## src/rtl/rfm_pkg.sv

```systemverilog
package rfm_pkg;

    typedef struct packed {
        logic lost;
        logic degraded;
        logic tracking;
    } fault_set_t;

    typedef struct packed {
        logic dos_n;
        logic lot_n;
    } pin_pair_t;

    function automatic pin_pair_t encode_pins(input fault_set_t f);
        pin_pair_t p;
        if (f.lost) begin
            p = '{dos_n: 1'b0, lot_n: 1'b0};
        end else if (f.degraded) begin
            p = '{dos_n: 1'b0, lot_n: 1'b1};
        end else if (f.tracking) begin
            p = '{dos_n: 1'b1, lot_n: 1'b0};
        end else begin
            p = '{dos_n: 1'b1, lot_n: 1'b1};
        end
        return p;
    endfunction

endpackage

```

## src/rtl/rfm_edge_det.sv

```systemverilog
module rfm_edge_det (
    input  logic clk,
    input  logic rst,
    input  logic lvl_i,
    output logic rise_o
);
    typedef struct packed {
        logic prev;
    } st_t;

    st_t st_d, st_q;

    always_comb begin
        st_d      = st_q;
        st_d.prev = lvl_i;
    end

    always_ff @(posedge clk) begin
        if (rst) st_q <= '{prev: 1'b0};
        else     st_q <= st_d;
    end

    assign rise_o = lvl_i & ~st_q.prev;
endmodule

```

## src/rtl/rfm_amp_mon.sv

```systemverilog
module rfm_amp_mon #(
    parameter int MAG_W = 12
) (
    input  logic             clk,
    input  logic             rst,
    input  logic             clr_i,
    input  logic [MAG_W-1:0] mag_i,
    input  logic [MAG_W-1:0] los_min_i,
    input  logic [MAG_W-1:0] dos_max_i,
    input  logic [MAG_W-1:0] span_max_i,
    output logic             lost_o,
    output logic             degraded_o
);
    localparam logic [MAG_W-1:0] MIN_INIT = {MAG_W{1'b1}};
    localparam logic [MAG_W-1:0] MAX_INIT = '0;

    typedef struct packed {
        logic [MAG_W-1:0] lo;
        logic [MAG_W-1:0] hi;
        logic             lost;
        logic             over;
        logic             mism;
    } st_t;

    st_t st_d, st_q;
    logic [MAG_W-1:0] lo_new, hi_new, spread;

    always_comb begin
        lo_new = (mag_i < st_q.lo) ? mag_i : st_q.lo;
        hi_new = (mag_i > st_q.hi) ? mag_i : st_q.hi;
        spread = hi_new - lo_new;

        st_d      = st_q;
        st_d.over = mag_i > dos_max_i;
        if (clr_i) begin
            st_d.lo   = MIN_INIT;
            st_d.hi   = MAX_INIT;
            st_d.lost = 1'b0;
            st_d.mism = 1'b0;
        end else begin
            st_d.lo   = lo_new;
            st_d.hi   = hi_new;
            st_d.lost = st_q.lost | (mag_i < los_min_i);
            st_d.mism = st_q.mism | (spread > span_max_i);
        end
    end

    always_ff @(posedge clk) begin
        if (rst) st_q <= '{lo: MIN_INIT, hi: MAX_INIT, lost: 1'b0, over: 1'b0, mism: 1'b0};
        else     st_q <= st_d;
    end

    assign lost_o     = st_q.lost;
    assign degraded_o = st_q.over | st_q.mism;
endmodule

```

## src/rtl/rfm_track_mon.sv

```systemverilog
module rfm_track_mon #(
    parameter int ANG_W   = 12,
    parameter int VEL_W   = 12,
    parameter int ANG_SET = 57,
    parameter int ANG_REL = 11,
    parameter int VEL_LIM = 1000
) (
    input  logic             clk,
    input  logic             rst,
    input  logic [ANG_W-1:0] err_i,
    input  logic [ANG_W-1:0] pdiff_i,
    input  logic [VEL_W-1:0] vel_i,
    output logic             track_o
);
    localparam logic [ANG_W-1:0] A_ONE = 1;
    localparam logic [VEL_W-1:0] V_ONE = 1;
    localparam logic [ANG_W-1:0] A_SET = ANG_SET[ANG_W-1:0];
    localparam logic [ANG_W-1:0] A_REL = ANG_REL[ANG_W-1:0];
    localparam logic [VEL_W-1:0] V_LIM = VEL_LIM[VEL_W-1:0];

    typedef struct packed {
        logic fault;
    } st_t;

    st_t st_d, st_q;
    logic [ANG_W-1:0] err_abs, pd_abs;
    logic [VEL_W-1:0] vel_abs;
    logic             go_set, go_rel;

    always_comb begin
        err_abs = err_i[ANG_W-1]   ? (~err_i + A_ONE)   : err_i;
        pd_abs  = pdiff_i[ANG_W-1] ? (~pdiff_i + A_ONE) : pdiff_i;
        vel_abs = vel_i[VEL_W-1]   ? (~vel_i + V_ONE)   : vel_i;

        go_set = (err_abs > A_SET) | (pd_abs > A_SET) | (vel_abs > V_LIM);
        go_rel = (err_abs < A_REL) & (pd_abs < A_REL) & (vel_abs < V_LIM);

        st_d = st_q;
        if (go_set)      st_d.fault = 1'b1;
        else if (go_rel) st_d.fault = 1'b0;
    end

    always_ff @(posedge clk) begin
        if (rst) st_q <= '{fault: 1'b0};
        else     st_q <= st_d;
    end

    assign track_o = st_q.fault;
endmodule

```

## src/rtl/resolver_fault_monitor.sv

```systemverilog
module resolver_fault_monitor
    import rfm_pkg::*;
#(
    parameter int MAG_W   = 12,
    parameter int ANG_W   = 12,
    parameter int VEL_W   = 12,
    parameter int ANG_SET = 57,
    parameter int ANG_REL = 11,
    parameter int VEL_LIM = 1000
) (
    input  logic             clk,
    input  logic             rst,
    input  logic             sample_i,
    input  logic [MAG_W-1:0] mag_i,
    input  logic [MAG_W-1:0] los_min_i,
    input  logic [MAG_W-1:0] dos_max_i,
    input  logic [MAG_W-1:0] span_max_i,
    input  logic [ANG_W-1:0] err_i,
    input  logic [ANG_W-1:0] pdiff_i,
    input  logic [VEL_W-1:0] vel_i,
    output logic             dos_n_o,
    output logic             lot_n_o
);
    logic       clr;
    fault_set_t faults;
    pin_pair_t  pins;

    rfm_edge_det u_edge (
        .clk    (clk),
        .rst    (rst),
        .lvl_i  (sample_i),
        .rise_o (clr)
    );

    rfm_amp_mon #(.MAG_W(MAG_W)) u_amp (
        .clk        (clk),
        .rst        (rst),
        .clr_i      (clr),
        .mag_i      (mag_i),
        .los_min_i  (los_min_i),
        .dos_max_i  (dos_max_i),
        .span_max_i (span_max_i),
        .lost_o     (faults.lost),
        .degraded_o (faults.degraded)
    );

    rfm_track_mon #(
        .ANG_W   (ANG_W),
        .VEL_W   (VEL_W),
        .ANG_SET (ANG_SET),
        .ANG_REL (ANG_REL),
        .VEL_LIM (VEL_LIM)
    ) u_trk (
        .clk     (clk),
        .rst     (rst),
        .err_i   (err_i),
        .pdiff_i (pdiff_i),
        .vel_i   (vel_i),
        .track_o (faults.tracking)
    );

    always_comb begin
        pins = encode_pins(faults);
    end

    assign dos_n_o = pins.dos_n;
    assign lot_n_o = pins.lot_n;
endmodule

```

## config.mk

```make
export PLATFORM = sky130hd
export DESIGN_NAME = resolver_fault_monitor
export DESIGN_NICKNAME = d
export VERILOG_FILES = /design/src/rtl/rfm_pkg.sv /design/src/rtl/rfm_edge_det.sv /design/src/rtl/rfm_amp_mon.sv /design/src/rtl/rfm_track_mon.sv /design/src/rtl/resolver_fault_monitor.sv
export SDC_FILE = /design/constraint.sdc
export NUM_CORES = 1
export LEC_CHECK = 0
export ABC_AREA = 1
export BUFFER_PORTS_ARGS = -buffer_cell sky130_fd_sc_hd__buf_2
export CAP_MARGIN = 0
export CORE_MARGIN = 5
export CORE_UTILIZATION = 47
export DETAILED_ROUTE_END_ITERATION = 12
export PLACE_DENSITY_LB_ADDON = 0.15
export SYNTH_ARGS = -nofsm -noshare
export SYNTH_HDL_FRONTEND = slang
export SYNTH_SLANG_ARGS = --single-unit
```

## constraint.sdc

```tcl
create_clock -name clk -period 4.8 [get_ports clk]
set_clock_uncertainty 0.05 [all_clocks]
set_input_delay 0.48 -clock clk [delete_from_list [all_inputs] [get_ports clk]]
set_output_delay 0.48 -clock clk [all_outputs]
set_load 0.005 [all_outputs]
```

==> results.json <==
{
  "grt_antenna_before_repair": 0,
  "cts-root-buf": "clkbuf_8",
  "fillers": 832,
  "vias": 3972,
  "die_h_um": 101,
  "final.setup.tns_ps": 0,
  "rsz0062_at_grt": "false",
  "hold_viol": 0,
  "async_flop_share_pct": 0,
  "ys_seq_elements": 29,
  "core_area_um2": 8130,
  "gp_congestion": 0.864,
  "worst_pin_slew_ps": 415,
  "powerDensity_nw_per_um2": 230,
  "cts_hold_buf": 0,
  "cp-start-kind": "primary input",
  "rows": 33,
  "clock_latency_ps": 280,
  "syn_inst": 616,
  "num-nets-final": 862,
  "fmax_mhz": 247,
  "drv_cap": 0,
  "syn_avg_cell_area_um2": 6.28,
  "whs_endpoint": "u_edge.st_q",
  "wirelength_mm": 9.39,
  "start_util_pct": 47.6,
  "drive_gt1_share_pct": 18.0,
  "port_buffers": 88,
  "finalSetupViolCount": 0,
  "syn_nets": 774,
  "ys_warn_count": 0,
  "regArea_um2": 581,
  "grt_usage_pct": 19.1,
  "drt_first_pass_iters": 4,
  "status": "completed",
  "maxSlewViolCount": 0,
  "critPathRequiredTime_ps": 4970,
  "synth_edf_count": 0,
  "dp_hpwl_mm": 8.14,
  "postPlaceCellArea_um2": 4410,
  "ir_worst_vdd_v": 0.000125,
  "grt_max_degree": 24,
  "multi_input_area_um2": 2750,
  "cts_tree": "built",
  "postCtsSetupBuffers": 0,
  "grt_pass1_vias": 3838,
  "cp_max_fo": 23,
  "diodes": 0,
  "die-width_um": 101,
  "crit_path_end_kind": "flip-flop",
  "regToRegSetupSlack_ps": 770,
  "clock_path_buffers": 2,
  "synth_ff_type": "dfxtp_1",
  "hp-class": "in2reg",
  "drt_iter0_markers": 188,
  "hp-start": "rst",
  "overflow": 0,
  "crit_arrival_ps": 4220,
  "crit_type": "in2reg",
  "r2r_cells": 21,
  "drc": 0,
  "relSlewSlack_pct": 72.3,
  "r2r_start": "u_amp.st_q[26]",
  "wl_per_cell_um": 11.6,
  "ant_nets": 0,
  "cts_made_buffers": 5,
  "die_area_um2": 10100,
  "yosysUniqueCellTypes": 41,
  "hold_depth": 2,
  "htreeDepth": 2,
  "syn_area_um2": 3870,
  "grt_pass1_wl_mm": 16.2,
  "fin_area_um2": 4490,
  "yosysSeqAreaShare_pct": 15.0,
  "num_io_pins": 89,
  "regToRegEndpoint": "u_amp.st_q[0]",
  "leakage_nw": 2.62,
  "vias_per_cell": 4.91,
  "cts_resized": 0,
  "period_share_pct": 84.4,
  "min_period_ps": 4050,
  "clock-sinks": 29,
  "clk_pin_slew_ps": 60,
  "syn_to_final_growth_pct": 16.1
}
[synthesized netlist by cell type, drive strengths merged (4+ instances only)]
master / n / area share (%)
a21oi: 44 / 5.8
buf: 5 / 0.78
inv: 134 / 13
a211oi: 4 / 0.78
ha: 71 / 23
nand4: 13 / 2.1
nand2: 149 / 16
o21ai: 38 / 5.2
xor2: 12 / 2.7
dfxtp: 29 / 15
nor3: 12 / 1.7
nor2: 50 / 5.0
nand3: 26 / 3.6
[cell type report]
class                           count  area share [%]
Multi-Input combinational cell    445            61.1
Sequential cell                    29            12.9
Inverter                          134            11.2
Timing Repair Buffer               89            9.97
Tap cell                          105            2.92
Clock buffer                        7            1.92
[layer usage]
| layer | track usage (%) | part of all wire (%) | up-vias |
|---|---|---|---|
| met2 | 31.0 | 43 | 81 |
| li1 | - | - | 2158 |
| met4 | 4.77 | 1.1 | 0 |
| met5 | 0 | 0 | - |
| met3 | 1.94 | 5.8 | 8 |
| met1 | 27.1 | 50 | 1725 |
[registers in the layout (all words and copies together) (netlist names)]
register       cells
u_amp.st_q        26
u_edge.st_q        1
u_trk.track_o      1
u_amp.lost_o       1
[cells in the final DEF (no fill, tap or decap), types with 3 or more instances in the layout]
cell type / instances
a211oi_1: 4
a21oi_1: 43
buf_2: 88
clkbuf_8: 6
dfxtp_1: 29
ha_1: 71
inv_1: 132
nand2_1: 130
nand2_2: 18
nand3_1: 24
nand3b_1: 3
nand4_1: 13
nor2_1: 48
nor3_1: 11
o21a_1: 3
o21ai_0: 35
xnor2_1: 3
xor2_1: 12
[worst max-delay path: stages]
cell	delay (ps)
buf_2	150
ha_1	330
a21oi_1	140
o21ai_1	100
nor2_2	210
nand2_2	280
o21ai_0	340
ha_1	340
a21oi_1	260
o21bai_1	90
a21oi_1	200
nand3_1	100
nand2_1	60
nand2_1	50
ha_1	300
nand4_1	140
nor3_1	230
a21oi_1	100
o211ai_1	90
o21ai_0	110
a21oi_1	120
[power by group]
| part | switching [mW] | internal (mW) | total, mW |
|---|---|---|---|
| Clock | 0.0935 | 0.114 | 0.207 |
| Sequential | 0.0109 | 0.260 | 0.271 |
| Combinational | 0.334 | 0.224 | 0.558 |
| Total | 0.438 | 0.597 | 1.04 |
[how the worst max path moves through the flow]
stage                    from             to  slack (ps)  cells past startpoint
detailed placement  mag_i[11]  u_amp.st_q[0]         450                     21
CTS                 mag_i[11]  u_amp.st_q[0]         750                     21
global placement    mag_i[11]  u_amp.st_q[0]         550                     21
global route        mag_i[11]  u_amp.st_q[0]         320                     21
finish              mag_i[11]  u_amp.st_q[0]         750                     21
floorplan           mag_i[11]  u_amp.st_q[0]        1030                     23
[logic make-up (layout without fill, tap and decap cells)]
group | Yosys count | in the layout | share of synthesized area [%]
adder cells (fa/ha/maj) | 71 | 71 | 23.0
flip-flops | 29 | 29 | 15.0
buffers and inverters | 142 | 230 | 14.1
AO/OA/AOI/OAI | 101 | 101 | 15.0
XOR/XNOR | 15 | 15 | 3.39
AND/OR/NAND/NOR | 258 | 258 | 29.6
[per-stage QoR]
stage	setup WS (ps)	utilization [%]	total power [mW]	hold WS, ps	cells
6_report	748	55.3	1.04	348	809
5_1_grt	319	55.3	1.15	363	809
4_1_cts	747	55.3	1.04	344	809
3_5_place_dp	451	54.2	0.836	436	802
3_3_place_gp	549	54.2	0.823	424	802
2_1_floorplan	1030	-	0.685	393	616
No activity file was read; power rests on OpenSTA's default activity.
